**config.mk**
```make
export PLATFORM = sky130hd
export DESIGN_NAME = sram_bridge
export DESIGN_NICKNAME = d
export VERILOG_FILES = /design/src/rtl/sram_bridge_pkg.sv /design/src/rtl/sram_bridge_timer.sv /design/src/rtl/sram_bridge_lane.sv /design/src/rtl/sram_bridge_seq.sv /design/src/rtl/sram_bridge.sv
export SDC_FILE = /design/constraint.sdc
export NUM_CORES = 1
export LEC_CHECK = 0
export CAP_MARGIN = 20
export CORE_UTILIZATION = 43
export CTS_CLUSTER_SIZE = 14
export DETAILED_ROUTE_END_ITERATION = 6
export GPL_TIMING_DRIVEN = 0
export HOLD_SLACK_MARGIN = 0.02
export PLACE_DENSITY = 0.76
export SLEW_MARGIN = 30
export SYNTH_ARGS = -nofsm -noshare
export SYNTH_HDL_FRONTEND = slang
export SYNTH_HIERARCHICAL = 1
export SYNTH_SLANG_ARGS = --single-unit
```
**constraint.sdc**
```tcl
create_clock -name clk -period 2.3 [get_ports clk]
set_clock_uncertainty 0.15 [all_clocks]
set_input_delay 0.345 -clock clk [delete_from_list [all_inputs] [get_ports clk]]
set_output_delay 0.345 -clock clk [all_outputs]
set_load 0.1 [all_outputs]
```
**src/rtl/sram_bridge_pkg.sv**
```systemverilog
package sram_bridge_pkg;

  typedef enum logic [2:0] {
    ST_IDLE   = 3'd0,
    ST_WSETUP = 3'd1,
    ST_WPULSE = 3'd2,
    ST_WHOLD  = 3'd3,
    ST_RACC   = 3'd4,
    ST_RTURN  = 3'd5,
    ST_NOP    = 3'd6
  } seq_state_e;

  function automatic logic is_write_phase(input seq_state_e s);
    return (s == ST_WSETUP) || (s == ST_WPULSE) || (s == ST_WHOLD);
  endfunction

  function automatic logic is_selected(input seq_state_e s);
    return is_write_phase(s) || (s == ST_RACC);
  endfunction

endpackage

```
**src/rtl/sram_bridge_timer.sv**
```systemverilog
module sram_bridge_timer #(
  parameter int CNT_W = 4
) (
  input  logic             clk,
  input  logic             rst,
  input  logic             load,
  input  logic [CNT_W-1:0] load_val,
  output logic             done
);

  logic [CNT_W-1:0] cnt_q;

  always_ff @(posedge clk) begin
    if (rst) begin
      cnt_q <= '0;
    end else if (load) begin
      cnt_q <= load_val;
    end else if (cnt_q != '0) begin
      cnt_q <= cnt_q - 1'b1;
    end
  end

  assign done = (cnt_q == '0);


  tmr_count_chk: assert property (@(posedge clk) disable iff (rst)
    (!load && cnt_q != '0) |=> (cnt_q == $past(cnt_q) - 1'b1));

endmodule

```
**src/rtl/sram_bridge_lane.sv**
```systemverilog
module sram_bridge_lane #(
  parameter int LANE_W = 8
) (
  input  logic              lane_on,
  input  logic [LANE_W-1:0] bus_byte,
  output logic [LANE_W-1:0] rd_byte
);

  assign rd_byte = lane_on ? bus_byte : '0;

endmodule

```
**src/rtl/sram_bridge_seq.sv**
```systemverilog
module sram_bridge_seq
  import sram_bridge_pkg::*;
#(
  parameter int ADDR_W     = 19,
  parameter int DATA_W     = 16,
  parameter int LANES      = 2,
  parameter int CNT_W      = 4,
  parameter int SETUP_CNT  = 2,
  parameter int PULSE_CNT  = 2,
  parameter int HOLD_CNT   = 1,
  parameter int ACCESS_CNT = 3
) (
  input  logic              clk,
  input  logic              rst,
  input  logic              req_valid,
  output logic              req_ready,
  input  logic              req_write,
  input  logic [ADDR_W-1:0] req_addr,
  input  logic [DATA_W-1:0] req_wdata,
  input  logic [LANES-1:0]  req_be,
  output logic              rsp_valid,
  output logic [DATA_W-1:0] rsp_rdata,
  output logic              tmr_load,
  output logic [CNT_W-1:0]  tmr_val,
  input  logic              tmr_done,
  input  logic [DATA_W-1:0] rd_masked,
  output logic              mem_ce1_n,
  output logic              mem_ce2,
  output logic              mem_we_n,
  output logic              mem_oe_n,
  output logic [LANES-1:0]  mem_be_n,
  output logic [ADDR_W-1:0] mem_addr,
  output logic [DATA_W-1:0] mem_dq_out,
  output logic              mem_dq_oe
);

  seq_state_e state_q, state_d;

  logic              wr_q;
  logic [ADDR_W-1:0] addr_q;
  logic [DATA_W-1:0] wdata_q;
  logic [LANES-1:0]  be_q;

  logic              take;
  logic [ADDR_W-1:0] addr_nx;
  logic [DATA_W-1:0] wdata_nx;
  logic [LANES-1:0]  be_nx;
  logic              sel_d;
  logic              wph_d;
  logic              rd_finish;
  logic              nop_rd_finish;

  assign take     = (state_q == ST_IDLE) && req_valid;
  assign addr_nx  = take ? req_addr  : addr_q;
  assign wdata_nx = take ? req_wdata : wdata_q;
  assign be_nx    = take ? req_be    : be_q;
  assign sel_d    = is_selected(state_d);
  assign wph_d    = is_write_phase(state_d);
  assign rd_finish     = (state_q == ST_RACC) && tmr_done;
  assign nop_rd_finish = (state_q == ST_NOP) && !wr_q;

  always_comb begin
    state_d  = state_q;
    tmr_load = 1'b0;
    tmr_val  = '0;
    case (state_q)
      ST_IDLE: begin
        if (req_valid) begin
          if (req_be == '0) begin
            state_d = ST_NOP;
          end else if (req_write) begin
            state_d  = ST_WSETUP;
            tmr_load = 1'b1;
            tmr_val  = CNT_W'(SETUP_CNT - 1);
          end else begin
            state_d  = ST_RACC;
            tmr_load = 1'b1;
            tmr_val  = CNT_W'(ACCESS_CNT - 1);
          end
        end
      end
      ST_WSETUP: begin
        if (tmr_done) begin
          state_d  = ST_WPULSE;
          tmr_load = 1'b1;
          tmr_val  = CNT_W'(PULSE_CNT - 1);
        end
      end
      ST_WPULSE: begin
        if (tmr_done) begin
          state_d  = ST_WHOLD;
          tmr_load = 1'b1;
          tmr_val  = CNT_W'(HOLD_CNT - 1);
        end
      end
      ST_WHOLD: begin
        if (tmr_done) state_d = ST_IDLE;
      end
      ST_RACC: begin
        if (tmr_done) state_d = ST_RTURN;
      end
      ST_RTURN: state_d = ST_IDLE;
      ST_NOP:   state_d = ST_IDLE;
      default:  state_d = ST_IDLE;
    endcase
  end

  always_ff @(posedge clk) begin
    if (rst) begin
      state_q    <= ST_IDLE;
      wr_q       <= 1'b0;
      addr_q     <= '0;
      wdata_q    <= '0;
      be_q       <= '0;
      req_ready  <= 1'b1;
      rsp_valid  <= 1'b0;
      rsp_rdata  <= '0;
      mem_ce1_n  <= 1'b1;
      mem_ce2    <= 1'b0;
      mem_we_n   <= 1'b1;
      mem_oe_n   <= 1'b1;
      mem_be_n   <= '1;
      mem_addr   <= '0;
      mem_dq_out <= '0;
      mem_dq_oe  <= 1'b0;
    end else begin
      state_q <= state_d;
      if (take) begin
        wr_q    <= req_write;
        addr_q  <= req_addr;
        wdata_q <= req_wdata;
        be_q    <= req_be;
      end
      req_ready <= (state_d == ST_IDLE);
      rsp_valid <= rd_finish || nop_rd_finish;
      if (rd_finish) begin
        rsp_rdata <= rd_masked;
      end else if (nop_rd_finish) begin
        rsp_rdata <= '0;
      end
      mem_ce1_n <= !sel_d;
      mem_ce2   <= sel_d;
      mem_we_n  <= (state_d != ST_WPULSE);
      mem_oe_n  <= (state_d != ST_RACC);
      mem_be_n  <= sel_d ? ~be_nx : '1;
      if (sel_d) mem_addr <= addr_nx;
      mem_dq_oe <= wph_d;
      if (wph_d) mem_dq_out <= wdata_nx;
    end
  end


  idle_outputs_chk: assert property (@(posedge clk) disable iff (rst)
    req_ready |-> (mem_ce1_n && !mem_ce2 && mem_we_n && mem_oe_n &&
                   (&mem_be_n) && !mem_dq_oe));


  bus_release_chk: assert property (@(posedge clk) disable iff (rst)
    mem_dq_oe |-> (mem_oe_n && !mem_ce1_n && mem_ce2));


  we_setup_chk: assert property (@(posedge clk) disable iff (rst)
    $fell(mem_we_n) |-> ($past(!mem_ce1_n) && $stable(mem_addr) && $stable(mem_be_n)));


  we_hold_chk: assert property (@(posedge clk) disable iff (rst)
    $rose(mem_we_n) |-> (!mem_ce1_n && mem_dq_oe && $stable(mem_addr) && $stable(mem_be_n)));


  rsp_pulse_chk: assert property (@(posedge clk) disable iff (rst)
    rsp_valid |=> !rsp_valid);


  read_turn_chk: assert property (@(posedge clk) disable iff (rst)
    $rose(mem_oe_n) |-> (!req_ready && mem_ce1_n));


  nop_quiet_chk: assert property (@(posedge clk) disable iff (rst)
    (state_q == ST_NOP) |-> (mem_ce1_n && mem_we_n && mem_oe_n));

endmodule

```
**src/rtl/sram_bridge.sv**
```systemverilog
module sram_bridge #(
  parameter int ADDR_W     = 19,
  parameter int DATA_W     = 16,
  parameter int SETUP_CNT  = 2,
  parameter int PULSE_CNT  = 2,
  parameter int HOLD_CNT   = 1,
  parameter int ACCESS_CNT = 3
) (
  input  logic              clk,
  input  logic              rst,
  input  logic              req_valid,
  output logic              req_ready,
  input  logic              req_write,
  input  logic [ADDR_W-1:0] req_addr,
  input  logic [DATA_W-1:0] req_wdata,
  input  logic [DATA_W/8-1:0] req_be,
  output logic              rsp_valid,
  output logic [DATA_W-1:0] rsp_rdata,
  output logic              mem_ce1_n,
  output logic              mem_ce2,
  output logic              mem_we_n,
  output logic              mem_oe_n,
  output logic [DATA_W/8-1:0] mem_be_n,
  output logic [ADDR_W-1:0] mem_addr,
  output logic [DATA_W-1:0] mem_dq_out,
  output logic              mem_dq_oe,
  input  logic [DATA_W-1:0] mem_dq_in
);

  localparam int LANES   = DATA_W / 8;
  localparam int MAX_AB  = (SETUP_CNT > PULSE_CNT) ? SETUP_CNT : PULSE_CNT;
  localparam int MAX_CD  = (HOLD_CNT > ACCESS_CNT) ? HOLD_CNT : ACCESS_CNT;
  localparam int MAX_CNT = (MAX_AB > MAX_CD) ? MAX_AB : MAX_CD;
  localparam int CNT_W   = $clog2(MAX_CNT + 1);

  logic             tmr_load;
  logic [CNT_W-1:0] tmr_val;
  logic             tmr_done;
  logic [DATA_W-1:0] rd_masked;

  sram_bridge_timer #(.CNT_W(CNT_W)) u_timer (
    .clk      (clk),
    .rst      (rst),
    .load     (tmr_load),
    .load_val (tmr_val),
    .done     (tmr_done)
  );

  for (genvar g = 0; g < LANES; g++) begin : g_lane
    sram_bridge_lane #(.LANE_W(8)) u_lane (
      .lane_on  (!mem_be_n[g]),
      .bus_byte (mem_dq_in[g*8 +: 8]),
      .rd_byte  (rd_masked[g*8 +: 8])
    );
  end

  sram_bridge_seq #(
    .ADDR_W     (ADDR_W),
    .DATA_W     (DATA_W),
    .LANES      (LANES),
    .CNT_W      (CNT_W),
    .SETUP_CNT  (SETUP_CNT),
    .PULSE_CNT  (PULSE_CNT),
    .HOLD_CNT   (HOLD_CNT),
    .ACCESS_CNT (ACCESS_CNT)
  ) u_seq (
    .clk        (clk),
    .rst        (rst),
    .req_valid  (req_valid),
    .req_ready  (req_ready),
    .req_write  (req_write),
    .req_addr   (req_addr),
    .req_wdata  (req_wdata),
    .req_be     (req_be),
    .rsp_valid  (rsp_valid),
    .rsp_rdata  (rsp_rdata),
    .tmr_load   (tmr_load),
    .tmr_val    (tmr_val),
    .tmr_done   (tmr_done),
    .rd_masked  (rd_masked),
    .mem_ce1_n  (mem_ce1_n),
    .mem_ce2    (mem_ce2),
    .mem_we_n   (mem_we_n),
    .mem_oe_n   (mem_oe_n),
    .mem_be_n   (mem_be_n),
    .mem_addr   (mem_addr),
    .mem_dq_out (mem_dq_out),
    .mem_dq_oe  (mem_dq_oe)
  );

endmodule

```
==> impl_metrics.tcl, run 1 <==
set metrics [dict create \
    status "complete, no violations" \
    hold_path_end "u_seq/wdata_q[11]" \
    max-vdd-ir-drop_v 0.0006786 \
    layout_worst_path_cycle_share 0.9928 \
    setup_violations 0 \
    grt_pass1_wl_um 16990 \
    gp_congestion 0.8659 \
    hp-start "u_seq/wdata_q[11]" \
    final_cell_area_um2 5595 \
    finalHoldViolCount 0 \
    grt_max_degree 17 \
    timing.fmax_ghz 0.4379 \
    ant_nets 0 \
    startpoint_type "register" \
    yosysMostFrequentCell "dfxtp_1" \
    area_growth_pct 39.10 \
    drc_errors 0 \
    r2r_cells 7 \
    cts_sinks 103 \
    firstDrtPassIters 4 \
    cts_tree "built" \
    ys_seq_elements 103 \
    required_ns 2.42 \
    instances_no_fill 695 \
    whs_path_depth 2 \
    async_flop_share 0 \
    antenna_found_initial 0 \
    port_buffers 116 \
    core_area_um2 8891 \
    synthTopCellsByCount "103 x dfxtp_1, 98 x nand2_1, 58 x a21oi_1" \
    die_area_um2 9746 \
    cts_buffer_depth 2 \
    drive_gt1_frac 0.1295 \
    power_frac_comb 0.576 \
    finalCriticalPeriod_ns 2.283 \
    end_kind "register" \
    power.internal_mw 3.827 \
    syn_area_um2 4023 \
    grt_use_total 0.2191 \
    via_count 3656 \
    swShare 0.5073 \
    synth.yosys.seq_area_share 0.5126 \
    drt-total-wl_um 10500 \
    postSynthAreaPerCell_um2 8.999 \
    dp_cells 671 \
    clk_pin_slew_worst_paths_ns 0.10 \
    fp.dieH_um 98.72 \
    max-slew-margin-rel 0.3394 \
    detailedRoute.firstIterationViolations 203 \
    grt-ovfl-total 0 \
    reg2reg_from "u_seq/state_q[1]" \
    path_max_fanout 10 \
    worst-setup-path-type "reg -> reg" \
    worst_pin_slew_ns 0.9949 \
    viasPerCell 5.260 \
    power_density_nw_per_um2 1388 \
    synth.distinct_cells 44 \
    p_leak_nw 2.273 \
    io_pins 117 \
    netlist.area_leader.share 0.5126 \
    initial_core_util 0.4524 \
    pwr-share-seq 0.297 \
    worstPathArrival_ns 2.40 \
    first_global_vias 3590 \
    place_hpwl_um 7488 \
    ctsHtreeMaxLevel 3 \
    grt_setup_unrepaired "yes" \
    synth_edf_count 0 \
    placementRows 34 \
    placedInstanceArea_um2 5324 \
    drt-wirelength-per-cell_um 15.10 \
    die_w_um 98.72 \
    r2r-end "u_seq/mem_addr[7]" \
    clk_latency_ns 0.36 \
    slew_violations 0 \
    diodes 0 \
    switchingPower_mw 3.941 \
    syn_nets 505 \
    r2r_setup_slack_ns 0.02 \
    netlist_top_cells_area "dfxtp_1 51%, nand2_1 9.1%, a21oi_1 7.2%" \
    ys.flop_type "dfxtp_1" \
    drv_cap 0 \
    synthCells 447 \
    yosys.area.top_type "dfxtp_1" \
    holdWs_ns 0.3147 \
    clockRootBuffer "clkbuf_8" \
    hp-class "reg -> reg" \
    numCtsBuffers 9 \
    ys.warnings.count 6 \
    num-nets-final 640 \
    clockPowerShare 0.127 \
]
==> cells by family after synthesis <==
| kind of cell | Yosys count | synth area share |
|---|---|---|
| buf+inv | 40 | 0.04728 |
| flops | 103 | 0.5126 |
| compound gates | 122 | 0.2233 |
| mux | 1 | 0.002488 |
| xor+xnor | 2 | 0.004355 |
| simple gates | 178 | 0.2068 |
| fa+ha+maj | 1 | 0.003110 |
==> critical path, cell delays in order (launching register included) <==
cell and delay, ns:
dfxtp_1 0.30, buf_2 0.19, or4b_4 0.55, o221a_4 0.27, a21oi_4 0.20, nor2_4 0.08, buf_2 0.18, a311oi_2 0.28
==> how the worst max path moves through the flow <==
stage	from	end	slack [ns]	depth (start not counted)
floorplan	u_timer/cnt_q[0]	u_seq/mem_addr[10]	0.02	9
global placement	req_valid	u_seq/mem_addr[17]	-0.49	8
detailed placement	req_valid	u_timer/cnt_q[1]	-0.56	7
CTS	u_timer/cnt_q[0]	u_seq/mem_addr[16]	-0.007	9
global route	u_timer/cnt_q[0]	u_seq/mem_addr[2]	-0.04	9
finish	u_seq/state_q[1]	u_seq/mem_addr[7]	0.02	7
==> per-layer routing <==
metal  GRT usage  part of all wire  up-vias
met2      0.3852              0.50      119
met3     0.07092             0.069       12
met5           0                 0        -
li1            -                 -     1801
met1      0.2567              0.42     1724
met4     0.05970             0.011        0
==> sequential cells by signal, summed over array words and instances (netlist names), 2 cells and up <==
register          cells
u_seq/addr_q         19
u_seq/mem_addr       19
u_seq/mem_dq_out     16
u_seq/rsp_rdata      16
u_seq/wdata_q        16
u_seq/state_q         3
u_seq/be_q            2
u_seq/mem_be_n        2
u_timer/cnt_q         2
==> cell type report <==
cell class	instances	area [um^2]
plain buffers	33	180.2
clock buffers	11	131.4
clock inverters	5	35.03
fillers	781	3296
inverters	6	22.52
multi-input cells	304	1862
flip-flops and latches	103	2064
well taps	108	135.1
repair buffers	125	1165
==> cell usage in the layout, fill, tap and decap left out, types with 2 or more instances in the layout <==
cell               n
nand3_1            2
dlygate4sd2_1     60
dfxtp_1          101
a21oi_2            2
nor2_1            23
o31ai_1            2
inv_1              6
buf_2              4
clkbuf_8           9
and2_1            17
nand2_1           98
clkinv_4           2
a311oi_2          17
clkdlybuf4s50_1   55
o21ai_1            7
nor3_1             3
o21ai_0           10
nand2b_1          19
buf_6              7
clkinv_2           2
buf_4              8
a21oi_1           57
clkbuf_4           2
a311oi_1           2
nand3b_1           3
clkbuf_2           3
buf_1              2
dfxtp_2            2
clkbuf_1          18
a22oi_1           16
==> power groups by stage <==
stage          combinational [mW]  sequential (mW)  clock [mW]
2_1_floorplan                1.69             3.96           0
3_3_place_gp                 4.22             2.34           0
3_5_place_dp                 4.30             2.36           0
4_1_cts                      4.30             2.31        1.01
5_1_grt                      4.72             2.36        1.09
6_report                     4.47             2.31       0.984
==> what timing repair did <==
item,CTS,global route
setup endpoints to repair,100,38
pin swaps,6,15
setup buffers,4,3
cloned,1,1
gates resized for setup,76,16
hold buffers,0,0
==> per-stage QoR <==
step | worst slack [ns] | TNS [ns] | power (mW) | util
finish | 0.01650 | 0 | 7.769 | 0.6293
global route | -0.03522 | -0.2538 | 8.163 | 0.6293
CTS | -0.007362 | -0.01712 | 7.623 | 0.6195
detailed placement | -0.5643 | -27.96 | 6.658 | 0.5988
global placement | -0.4851 | -22.88 | 6.561 | 0.5988
floorplan | 0.02349 | 0 | 5.654 | -
No activity file was read; power rests on OpenSTA's default activity.
==> run 2, diff against run 1 <==
--- a/config.mk
+++ b/config.mk
@@ -12,6 +12,7 @@
 export GPL_TIMING_DRIVEN = 0
 export HOLD_SLACK_MARGIN = 0.02
 export PLACE_DENSITY = 0.76
+export SKIP_LAST_GASP = 1
 export SLEW_MARGIN = 30
 export SYNTH_ARGS = -nofsm -noshare
 export SYNTH_HDL_FRONTEND = slang
==> run 2 against run 1 <==
Via count decreased by 0.16%. Total power decreased by 0.29%. Core utilization decreased by 0.13 points. Clock-buffer cell count unchanged. First-iteration DRC count decreased by 21%. Worst setup slack improved by 0.012 ns. Non-clock buffer count unchanged. Global-route usage about the same. Die area unchanged. Combinational power about the same. Worst hold slack improved by 0.00055 ns. Critical path depth unchanged.
==> impl_metrics.tcl, run 2 (synthesis gave the netlist of run 1 again) <==
set metrics [dict create \
    slew_violations 0 \
    die_area_um2 9746 \
    whs_path_depth 2 \
    antenna_found_initial 0 \
    port_buffers 116 \
    setup_violations 0 \
    pwr-share-seq 0.298 \
    hp-class "reg -> reg" \
    power_frac_comb 0.575 \
    swShare 0.5071 \
    setup_ws_ns 0.02863 \
    startpoint_type "register" \
    r2r_cells 7 \
    critPathLaunch "u_seq/state_q[1]" \
    largestRegisters "u_seq/addr_q (19), u_seq/mem_addr (19)" \
    ctsHoldBuffers 0 \
    detailedRoute.firstIterationViolations 161 \
    regArea_um2 2064 \
    holdWs_ns 0.3153 \
    core_area_um2 8891 \
    mostFrequentLayoutCells "101 x dfxtp_1, 98 x nand2_1, 60 x dlygate4sd2_1" \
    max_stage_delay_ns 0.55 \
    r2r_setup_slack_ns 0.03 \
    io_pins 117 \
    grt-ovfl-total 0 \
    pre_cts_ws_ns -0.5643 \
    drt-total-wl_um 10440 \
    area_growth_pct 38.82 \
    hp-start "u_seq/wdata_q[11]" \
    viasPerCell 5.252 \
    grt_setup_unrepaired "yes" \
    drive_gt1_frac 0.1278 \
    finalCriticalPeriod_ns 2.271 \
    cts_buffer_depth 2 \
    finalHoldViolCount 0 \
    die_w_um 98.72 \
    clockPowerShare 0.127 \
    ctsHtreeMaxLevel 3 \
    clockRootBuffer "clkbuf_8" \
    grt_max_degree 17 \
    tns_ns 0 \
    drt-wirelength-per-cell_um 15.02 \
    clk_pin_slew_worst_paths_ns 0.10 \
    clk_latency_ns 0.36 \
    layout_worst_path_cycle_share 0.9876 \
    switchingPower_mw 3.928 \
    r2r-end "u_seq/mem_addr[7]" \
    path_max_fanout 10 \
    initial_core_util 0.4524 \
    placementRows 34 \
    critPathMostFrequentCell "buf_2" \
    multiInputGateArea_um2 1851 \
    reg2reg_from "u_seq/state_q[1]" \
    n_fill_cell 781 \
    p_leak_nw 2.271 \
    first_global_vias 3589 \
    grt_pass1_wl_um 16970 \
    gp_congestion 0.8659 \
    worstPathArrival_ns 2.39 \
    drc_errors 0 \
    numCtsBuffers 9 \
    drv_cap 0 \
    max-vdd-ir-drop_v 0.0006767 \
    worst-setup-path-type "reg -> reg" \
    max-slew-margin-rel 0.3439 \
    cp_top_family "compound AO/OA/AOI/OAI gates" \
    grt_use_total 0.2188 \
    cts_tree "built" \
    end_kind "register" \
    num-nets-final 640 \
    worst_pin_slew_ns 0.9881 \
    path_buf_inv 2 \
    cts_sinks 103 \
    path_cells "buf_2, or4b_4, o221a_4, a21oi_4, nor2_2, buf_2, a311oi_2" \
    timing.fmax_ghz 0.4403 \
    final_common_cell "dfxtp_1" \
    power.internal_mw 3.818 \
    ant_nets 0 \
    fp.dieH_um 98.72 \
    required_ns 2.42 \
    slowest_stage "or4b_4" \
    hold_path_end "u_seq/wdata_q[11]" \
    firstDrtPassIters 4 \
    via_count 3650 \
    diodes 0 \
    place_hpwl_um 7488 \
    status "complete, no violations" \
    power_density_nw_per_um2 1387 \
]
run 2: worst register-to-register path, cell delays in order (launching register included):
cell and delay [ns]:
dfxtp_1 0.30, buf_2 0.18, or4b_4 0.55, o221a_4 0.27, a21oi_4 0.17, nor2_2 0.10, buf_2 0.18, a311oi_2 0.28
run 2: worst max path at each step:
stage / to / slack (ns) / cells past startpoint
3_3_place_gp: u_seq/mem_addr[17] / -0.49 / 8
6_report: u_seq/mem_addr[7] / 0.03 / 7
5_1_grt: u_seq/mem_addr[2] / -0.05 / 8
2_1_floorplan: u_seq/mem_addr[10] / 0.02 / 9
4_1_cts: u_seq/mem_addr[16] / -0.01 / 9
3_5_place_dp: u_timer/cnt_q[1] / -0.56 / 7
run 2: final cells by class:
class | count | area share
sequential | 103 | 0.3697
inverter | 6 | 0.004033
clock inverter | 5 | 0.006274
multi-input combinational | 304 | 0.3314
tap | 108 | 0.02420
buffer | 33 | 0.03227
clock buffer | 11 | 0.02353
timing repair buffer | 125 | 0.2086
run 2: through the flow:
step	instance area [um^2]	instances	utilization	power [mW]
CTS	5508	691	0.6195	7.624
global placement	5324	671	0.5988	6.561
detailed placement	5324	671	0.5988	6.658
global route	5584	695	0.6281	8.141
floorplan	4028	447	-	5.654
finish	5584	695	0.6281	7.746
run 2: what timing repair did:
item,CTS,global route
resized for setup,76,14
cloned,1,1
buffers inserted,4,3
pin swaps,4,16
setup endpoints to repair,100,38
run 2: layer usage:
layer | routed length, um | vias to the layer above | share of wire | GRT usage
met2 | 5212 | 99 | 0.50 | 0.3852
met3 | 619 | 14 | 0.059 | 0.07092
met1 | 4479 | 1734 | 0.43 | 0.2558
met5 | 0 | - | 0 | 0
li1 | - | 1803 | - | -
met4 | 124 | 0 | 0.012 | 0.05970
run 2: power groups by stage:
stage / sequential (mW) / combinational (mW) / clock (mW)
floorplan: 3.96 / 1.69 / 0
global placement: 2.34 / 4.22 / 0
detailed placement: 2.36 / 4.30 / 0
CTS: 2.31 / 4.30 / 1.01
global route: 2.36 / 4.69 / 1.09
finish: 2.31 / 4.45 / 0.984
